**config.mk**
```make
export PLATFORM = sky130hd
export DESIGN_NAME = vote_rx
export DESIGN_NICKNAME = d
export VERILOG_FILES = /design/src/rtl/vote_rx_pkg.sv /design/src/rtl/vote_rx_edge.sv /design/src/rtl/vote_rx_phase.sv /design/src/rtl/vote_rx_voter.sv /design/src/rtl/vote_rx.sv
export SDC_FILE = /design/constraint.sdc
export NUM_CORES = 1
export LEC_CHECK = 0
export ABC_AREA = 1
export BUFFER_PORTS_ARGS = -buffer_cell sky130_fd_sc_hd__buf_2
export CAP_MARGIN = 15
export CORE_MARGIN = 1.5
export CORE_UTILIZATION = 30
export CTS_BUF_LIST = sky130_fd_sc_hd__clkbuf_16
export DETAILED_ROUTE_END_ITERATION = 16
export PLACE_DENSITY_LB_ADDON = 0.1
export SLEW_MARGIN = 20
export SYNTH_ARGS = -nofsm -noshare
export SYNTH_HDL_FRONTEND = slang
export SYNTH_SLANG_ARGS = --single-unit
```
**constraint.sdc**
```tcl
create_clock -name clk -period 3.7 [get_ports clk]
set_input_delay 0.555 -clock clk [delete_from_list [all_inputs] [get_ports clk]]
set_output_delay 0.555 -clock clk [all_outputs]
set_load 0.01 [all_outputs]
```
**src/rtl/vote_rx_pkg.sv**
```systemverilog
package vote_rx_pkg;
  typedef enum logic [0:0] {RX_IDLE = 1'b0, RX_BUSY = 1'b1} rx_state_t;

  function automatic logic vote3(input logic a, input logic b, input logic c);
    return (a & b) | (a & c) | (b & c);
  endfunction
endpackage

```
**src/rtl/vote_rx_edge.sv**
```systemverilog
module vote_rx_edge (
  input  logic clk,
  input  logic rst_n,
  input  logic tick,
  input  logic rxd,
  input  logic arm,
  output logic fall
);
  logic line_q;

  // line value at the previous tick; reset low so a stuck-low line never starts
  always_ff @(posedge clk or negedge rst_n) begin
    if (!rst_n)    line_q <= 1'b0;
    else if (tick) line_q <= rxd;
  end

  assign fall = tick & arm & line_q & ~rxd;
endmodule

```
**src/rtl/vote_rx_phase.sv**
```systemverilog
module vote_rx_phase #(
  parameter int OVS = 16,
  localparam int PW = $clog2(OVS)
) (
  input  logic          clk,
  input  logic          rst_n,
  input  logic          tick,
  input  logic          restart,
  input  logic          run,
  output logic [PW-1:0] phase,
  output logic          last_slot
);
  // phase holds the slot index of the next tick; the edge tick was slot 0
  always_ff @(posedge clk or negedge rst_n) begin
    if (!rst_n)           phase <= '0;
    else if (restart)     phase <= PW'(1);
    else if (run && tick) phase <= (phase == PW'(OVS - 1)) ? '0 : phase + PW'(1);
  end

  assign last_slot = tick && run && (phase == PW'(OVS - 1));

  p_restart_aligns_r2: assert property (@(posedge clk) disable iff (!rst_n)
    restart |=> (phase == PW'(1)));
endmodule

```
**src/rtl/vote_rx_voter.sv**
```systemverilog
module vote_rx_voter #(
  parameter int OVS = 16,
  localparam int PW  = $clog2(OVS),
  localparam int MID = OVS / 2
) (
  input  logic          clk,
  input  logic          rst_n,
  input  logic          tick,
  input  logic          run,
  input  logic          rxd,
  input  logic [PW-1:0] phase,
  output logic          bit_ready,
  output logic          bit_val
);
  import vote_rx_pkg::*;
  logic s_first, s_second;

  always_ff @(posedge clk or negedge rst_n) begin
    if (!rst_n) begin
      s_first  <= 1'b0;
      s_second <= 1'b0;
    end else if (tick && run) begin
      if (phase == PW'(MID))     s_first  <= rxd;
      if (phase == PW'(MID + 1)) s_second <= rxd;
    end
  end

  assign bit_ready = tick && run && (phase == PW'(MID + 2));
  assign bit_val   = vote3(s_first, s_second, rxd);

  // two agreeing stored samples decide regardless of the third
  p_vote_majority_r3: assert property (@(posedge clk) disable iff (!rst_n)
    (bit_ready && (s_first == s_second)) |-> (bit_val == s_first));
endmodule

```
**src/rtl/vote_rx.sv**
```systemverilog
module vote_rx #(
  parameter int DATA_BITS = 8,
  parameter int OVS       = 16,
  localparam int PW       = $clog2(OVS),
  localparam int FRAME    = DATA_BITS + 2,
  localparam int IW       = $clog2(FRAME)
) (
  input  logic                 clk,
  input  logic                 rst_n,
  input  logic                 tick,
  input  logic                 rxd,
  input  logic                 rx_en,
  input  logic                 mp_mode,
  input  logic                 done_clr,
  output logic [DATA_BITS-1:0] rx_data,
  output logic                 rx_stop,
  output logic                 rx_done
);
  import vote_rx_pkg::*;

  rx_state_t            state;
  logic [IW-1:0]        bit_idx;
  logic [DATA_BITS-1:0] shreg;
  logic [PW-1:0]        phase;
  logic                 fall, last_slot, bit_ready, bit_val;
  logic                 busy, at_start, at_stop, accept;

  assign busy     = (state == RX_BUSY) && rx_en;
  assign at_start = (bit_idx == '0);
  assign at_stop  = (bit_idx == IW'(FRAME - 1));
  assign accept   = busy && bit_ready && at_stop && !rx_done && (!mp_mode || bit_val);

  vote_rx_edge u_edge (
    .clk(clk), .rst_n(rst_n), .tick(tick), .rxd(rxd),
    .arm(rx_en && (state == RX_IDLE)), .fall(fall)
  );

  vote_rx_phase #(.OVS(OVS)) u_phase (
    .clk(clk), .rst_n(rst_n), .tick(tick), .restart(fall), .run(busy),
    .phase(phase), .last_slot(last_slot)
  );

  vote_rx_voter #(.OVS(OVS)) u_vote (
    .clk(clk), .rst_n(rst_n), .tick(tick), .run(busy), .rxd(rxd),
    .phase(phase), .bit_ready(bit_ready), .bit_val(bit_val)
  );

  // frame sequencing
  always_ff @(posedge clk or negedge rst_n) begin
    if (!rst_n) begin
      state   <= RX_IDLE;
      bit_idx <= '0;
      shreg   <= '0;
    end else if (!rx_en) begin
      state   <= RX_IDLE;
    end else if (fall) begin
      state   <= RX_BUSY;
      bit_idx <= '0;
    end else if (busy) begin
      if (bit_ready) begin
        if (at_start && bit_val) state <= RX_IDLE;
        else if (at_stop)        state <= RX_IDLE;
        else if (!at_start)      shreg <= {bit_val, shreg[DATA_BITS-1:1]};
      end
      if (last_slot) bit_idx <= bit_idx + IW'(1);
    end
  end

  // committed outputs
  always_ff @(posedge clk or negedge rst_n) begin
    if (!rst_n) begin
      rx_data <= '0;
      rx_stop <= 1'b0;
      rx_done <= 1'b0;
    end else if (accept) begin
      rx_data <= shreg;
      rx_stop <= bit_val;
      rx_done <= 1'b1;
    end else if (done_clr) begin
      rx_done <= 1'b0;
    end
  end

  p_off_goes_idle_r1: assert property (@(posedge clk) disable iff (!rst_n)
    !rx_en |=> (state == RX_IDLE));
  p_accept_rule_r6: assert property (@(posedge clk) disable iff (!rst_n)
    $rose(rx_done) |-> (!$past(mp_mode) || rx_stop));
  p_held_while_full_r8: assert property (@(posedge clk) disable iff (!rst_n)
    rx_done |=> ($stable(rx_data) && $stable(rx_stop)));
  p_flag_sticky_r9: assert property (@(posedge clk) disable iff (!rst_n)
    (rx_done && !done_clr) |=> rx_done);
  p_idle_after_stop_r10: assert property (@(posedge clk) disable iff (!rst_n)
    (busy && bit_ready && at_stop) |=> (state == RX_IDLE));
endmodule

```
# == Word-level counts from Yosys, hierarchy flattened ==
# Cells that the tools add are included.
# op_classes
n_addsub,2
eq_ne,8
muxes,14
bitwise,14
reduce_logical,23
# op_table
cell,count
$mux 4,6
$eq 4x4->1 const B,5
$logic_and 1x1->1,10
$add 4x1->4 const B,2
$mux 1,8
$reduce_bool 2->1,4
$reduce_and 7->1,1
$and 1x1->1,6
$ne 3x1->1 const B,2
$not 1->1,6
$reduce_and 3->1,2
$logic_not 4->1,1
$ne 4x1->1 const B,1
$reduce_and 2->1,2
$logic_not 1->1,2
$or 1x1->1,2
$logic_or 1x1->1,1
# totals
reg_bits,30
in_bits,7
out_inout_bits,10
elab_cells,71

# == Logic depth before layout (Yosys ltp) ==
# depth
word_depth,9
ltp_mapped,8
depth_no_buf,8

# == Cells and area by module ==
# From an unflattened synthesis, not the netlist that was laid out.
# hier_totals
cells_unflattened,190
area_unflattened_um2,1519.0
# by_module_without_submodules
module,n_inst,cells_per_inst,area_each_um2,seq_area_each_um2
vote_rx,1,126,1078.5,575.6
vote_rx_phase,1,31,230.2,100.1
vote_rx_voter,1,24,155.1,50.0
vote_rx_edge,1,9,55.1,25.0

# == Least setup slack after synthesis ==
# OpenSTA, ideal clock, no wires.
# synth_timing
path_type,register -> register
start,reg bit_idx[1]
end,reg rx_data[0]
setup_time_ps,117
t_arrival_ps,1260
t_required_ps,3583
slack_ps,2323
stages_incl_launch_ff,8
n_path_buf,0
synth_period_minus_slack_ps,1377
cell_sequence,dfrtp_1 > inv_1 > ha_1 > nand2_1 > nor3_4 > nand3_4 > nand2_1 > nand2_1
# synth_between
elab_chain_len,4
# synth_lines
item,line_no,rtl
"start, declared",vote_rx.sv:22,logic [IW-1:0] bit_idx;
"start signal, assigned",vote_rx.sv:65,if (last_slot) bit_idx <= bit_idx + IW'(1);
$eq 4x4->1,vote_rx.sv:30,assign at_stop = (bit_idx == IW'(FRAME - 1));
$logic_and 1x1->1 (3 in a row),vote_rx.sv:31,assign accept = busy && bit_ready && at_stop && !rx_done && (!mp_mode || bit_val);
"end signal, assigned",vote_rx.sv:76,rx_data <= shreg;
"end, declared",vote_rx.sv:15,"output logic [DATA_BITS-1:0] rx_data,"
# No other way between the ends.
# A chain may end at the register's enable or synchronous reset.

# == Final worst setup path ==
# layout_timing
start,reg bit_idx[1]
end,reg rx_data[7]
# Same word-level chain as after synthesis.

==> metrics.cfg <==
[clocking]
cts_buffers = 5
cts.clk_slew.worst_paths_ns = 0.05
cts_root_buf = clkbuf_16
worst_skew_pair.late_latency_ns = 0.27
cts_resized = 0
postCtsSetupRepairBufs = 0
cts_hold_buffers = 0
ctsHtreeMaxLevel = 2
cts_buffer_depth = 2
clock_sinks = 30
cts_tree = built

[timing]
setup_viol = 0
tightest_slew_ns = 0.6723
hold-worst-slack_ns = 0.3166
post-route-min-period_ns = 1.642
slew_headroom_pct = 55.18
tns_ns = 0
final-hold-violation-count = 0
fin_crit_sh_pct = 44.39
clock_skew_ns = 0.002589
fmax_mhz = 608.9
drv_slew = 0
rsz0062_at_grt = no

[floorplanning]
fp.dieW_um = 73.66
core_um2 = 4755
rows = 25
num_io_pins = 17
dieArea_um2 = 5425
die_h_um = 73.66
start_util_pct = 31.50

[detailed_routing]
vias = 1220
first_pass_iters = 4
final_antenna_net_count = 0
drcViolationCount = 0
vias_per_cell = 4.621
drtIter0Drc = 81
wl_per_cell_um = 11.05
totalWireLength_mm = 2.917

[global_routing]
antenna_found_initial = 0
grt_pass1_vias = 1159
grt_usage_pct = 12.56
grt_max_degree = 31
grt_overflow = 0
grt_pass1_wl_mm = 5.168

[place]
dp_hpwl_mm = 2.101
gp_congestion = 0.8115
port_buffers = 16
dpl_cell_area_um2 = 1650

[critical_path]
cp_cell_sequence = inv_1, ha_1, nand2_1, nor3_4, nand3_4, nand2_1, nand2_1
crit_family = simple AND/OR/NAND/NOR gates
end_kind = flop
crit_path_start = bit_idx[1]$_DFFE_PN0P_
arrival_ns = 1.81
start_kind = flop
crit_fanout = 10
critPathKind = reg2reg
crit_slowest_cell = dfrtp_1
worst_path_largest_cell_delay_ns = 0.40
cp.buffers_inverters = 1
regToRegStartpoint = bit_idx[1]$_DFFE_PN0P_
cp.required_ns = 3.86
crit_path_frequent_cell = nand2_1

[synth]
synth_nets = 188
synth_area_leaders = dfrtp_1 50%, nand2_1 15%, nand3_1 7.7%, ha_1 5.8%, nand4_1 4.6%
yosys_warnings = 0
netlist_instances = 174
synth_top_area_share_pct = 50.13
ys_types = 19
synth-seq-area-share_pct = 50.13
synth.avg_cell_area_um2 = 8.607
ys_ff_latch = 30
synth_area_leader_cell = dfrtp_1
syn_area_um2 = 1498

[final_layout]
fillers = 508
drive_above_1_share_pct = 15.74
num-nets-final = 210
synthToLayoutAreaGrowth_pct = 19.63
num_antenna_cells = 0
final_area_um2 = 1792

[power]
p_per_area_nw_per_um2 = 455.4
leakage_uw = 0.0009671
irDropWorstVdd_mv = 0.2725

[min_path]
hold_path.class = in2async

[flow_run]
drv_cap = 0

[run_status]
status = finished, final reports clean

-- routing by layer --
metal | share of wire [%] | global-route usage (%) | wire (um)
met1 | 46 | 15.68 | 1347
met2 | 48 | 19.42 | 1396
met3 | 3.7 | 3.567 | 109
met4 | 2.2 | 6.996 | 63
met5 | 0 | 0 | 0
-- where the power goes --
| part | internal [uW] | switching, uW | leakage, uW |
|---|---|---|---|
| clock network | 245 | 140 | 0.0000672 |
| logic | 23.5 | 48.5 | 0.000498 |
| registers | 344 | 15.6 | 0.000402 |
| total | 612 | 204 | 0.000967 |
-- logic make-up after synthesis --
kind of cell / synth area share, %
compound gates: 3.843
fa+ha+maj: 5.848
buf+inv: 5.263
flops: 50.13
simple gates: 34.92
-- synthesized netlist by cell type (all sizes together) --
cell type / instances
o211ai: 1
dfrtp: 30
nand2: 60
nor3: 2
buf: 1
nand3: 25
ha: 7
nand4: 11
a21oi: 3
inv: 18
o21ai: 7
nor2: 9
-- worst paths after layout --
| path | to | slack [ns] | depth (start not counted) |
|---|---|---|---|
| hold reg to reg | rx_data[6]$_DFFE_PN0P_ | 0.46 | 2 |
| setup / recovery | rx_data[7]$_DFFE_PN0P_ | 2.06 | 7 |
| max in group asynchronous | u_phase.phase[3]$_DFFE_PN0P_ | 2.95 | 1 |
| hold / removal | rx_data[5]$_DFFE_PN0P_ | 0.32 | 1 |
| setup reg to reg | rx_data[7]$_DFFE_PN0P_ | 2.06 | 7 |
| min in group clk | rx_done$_DFFE_PN0P_ | 0.45 | 2 |
-- cell type report --
cell class / instances / area, um2 / area share (%)
Clock inverter: 3 / 16.27 / 0.9078
Multi-Input combinational cell: 125 / 668.1 / 37.29
Sequential cell: 30 / 750.7 / 41.90
Tap cell: 67 / 83.83 / 4.679
Clock buffer: 5 / 125.1 / 6.983
Inverter: 18 / 67.56 / 3.771
Timing Repair Buffer: 16 / 80.08 / 4.469
-- worst register-to-register path, delay by kind of cell, from the launching register on --
| kind | cells | cell delay (ns) |
|---|---|---|
| adders and majority gates | 1 | 0.18 |
| buffers and inverters | 1 | 0.12 |
| DFF | 1 | 0.40 |
| and+or+nand+nor | 5 | 0.83 |
-- layout by cell type, fill, tap and decap left out --
cell and n:
nor3_4 1, o211ai_1 1, ha_1 7, nor3_1 1
clkbuf_16 5, inv_1 17, nand2_1 58, nor2_2 1
buf_2 16, a21oi_1 3, nor2_8 1, o21ai_1 3
nand2_2 2, clkinvlp_4 1, nand3_1 23, nand4_1 11
inv_2 1, clkinv_2 1, nor2_1 7, o21ai_0 4
clkinv_1 1, nand3_4 2, dfrtp_1 30
-- sequential cells by signal (all words and copies together) (netlist names) --
signal,flops
rx_stop,1
u_vote.s_first,1
u_edge.line_q,1
u_vote.s_second,1
shreg,8
bit_idx,4
u_phase.phase,4
rx_done,1
state,1
rx_data,8
-- stage by stage --
| stage | instances | power [uW] | utilization, % | worst slack [ns] |
|---|---|---|---|---|
| 2_1_floorplan | 174 | 410.3 | - | 2.323 |
| 3_3_place_gp | 256 | 435.1 | 34.71 | 2.101 |
| 3_5_place_dp | 256 | 439.0 | 34.71 | 2.068 |
| 4_1_cts | 264 | 828.2 | 37.68 | 2.054 |
| 5_1_grt | 264 | 855.7 | 37.68 | 1.899 |
| 6_report | 264 | 816.0 | 37.68 | 2.058 |
No activity file was read; power rests on OpenSTA's default activity.
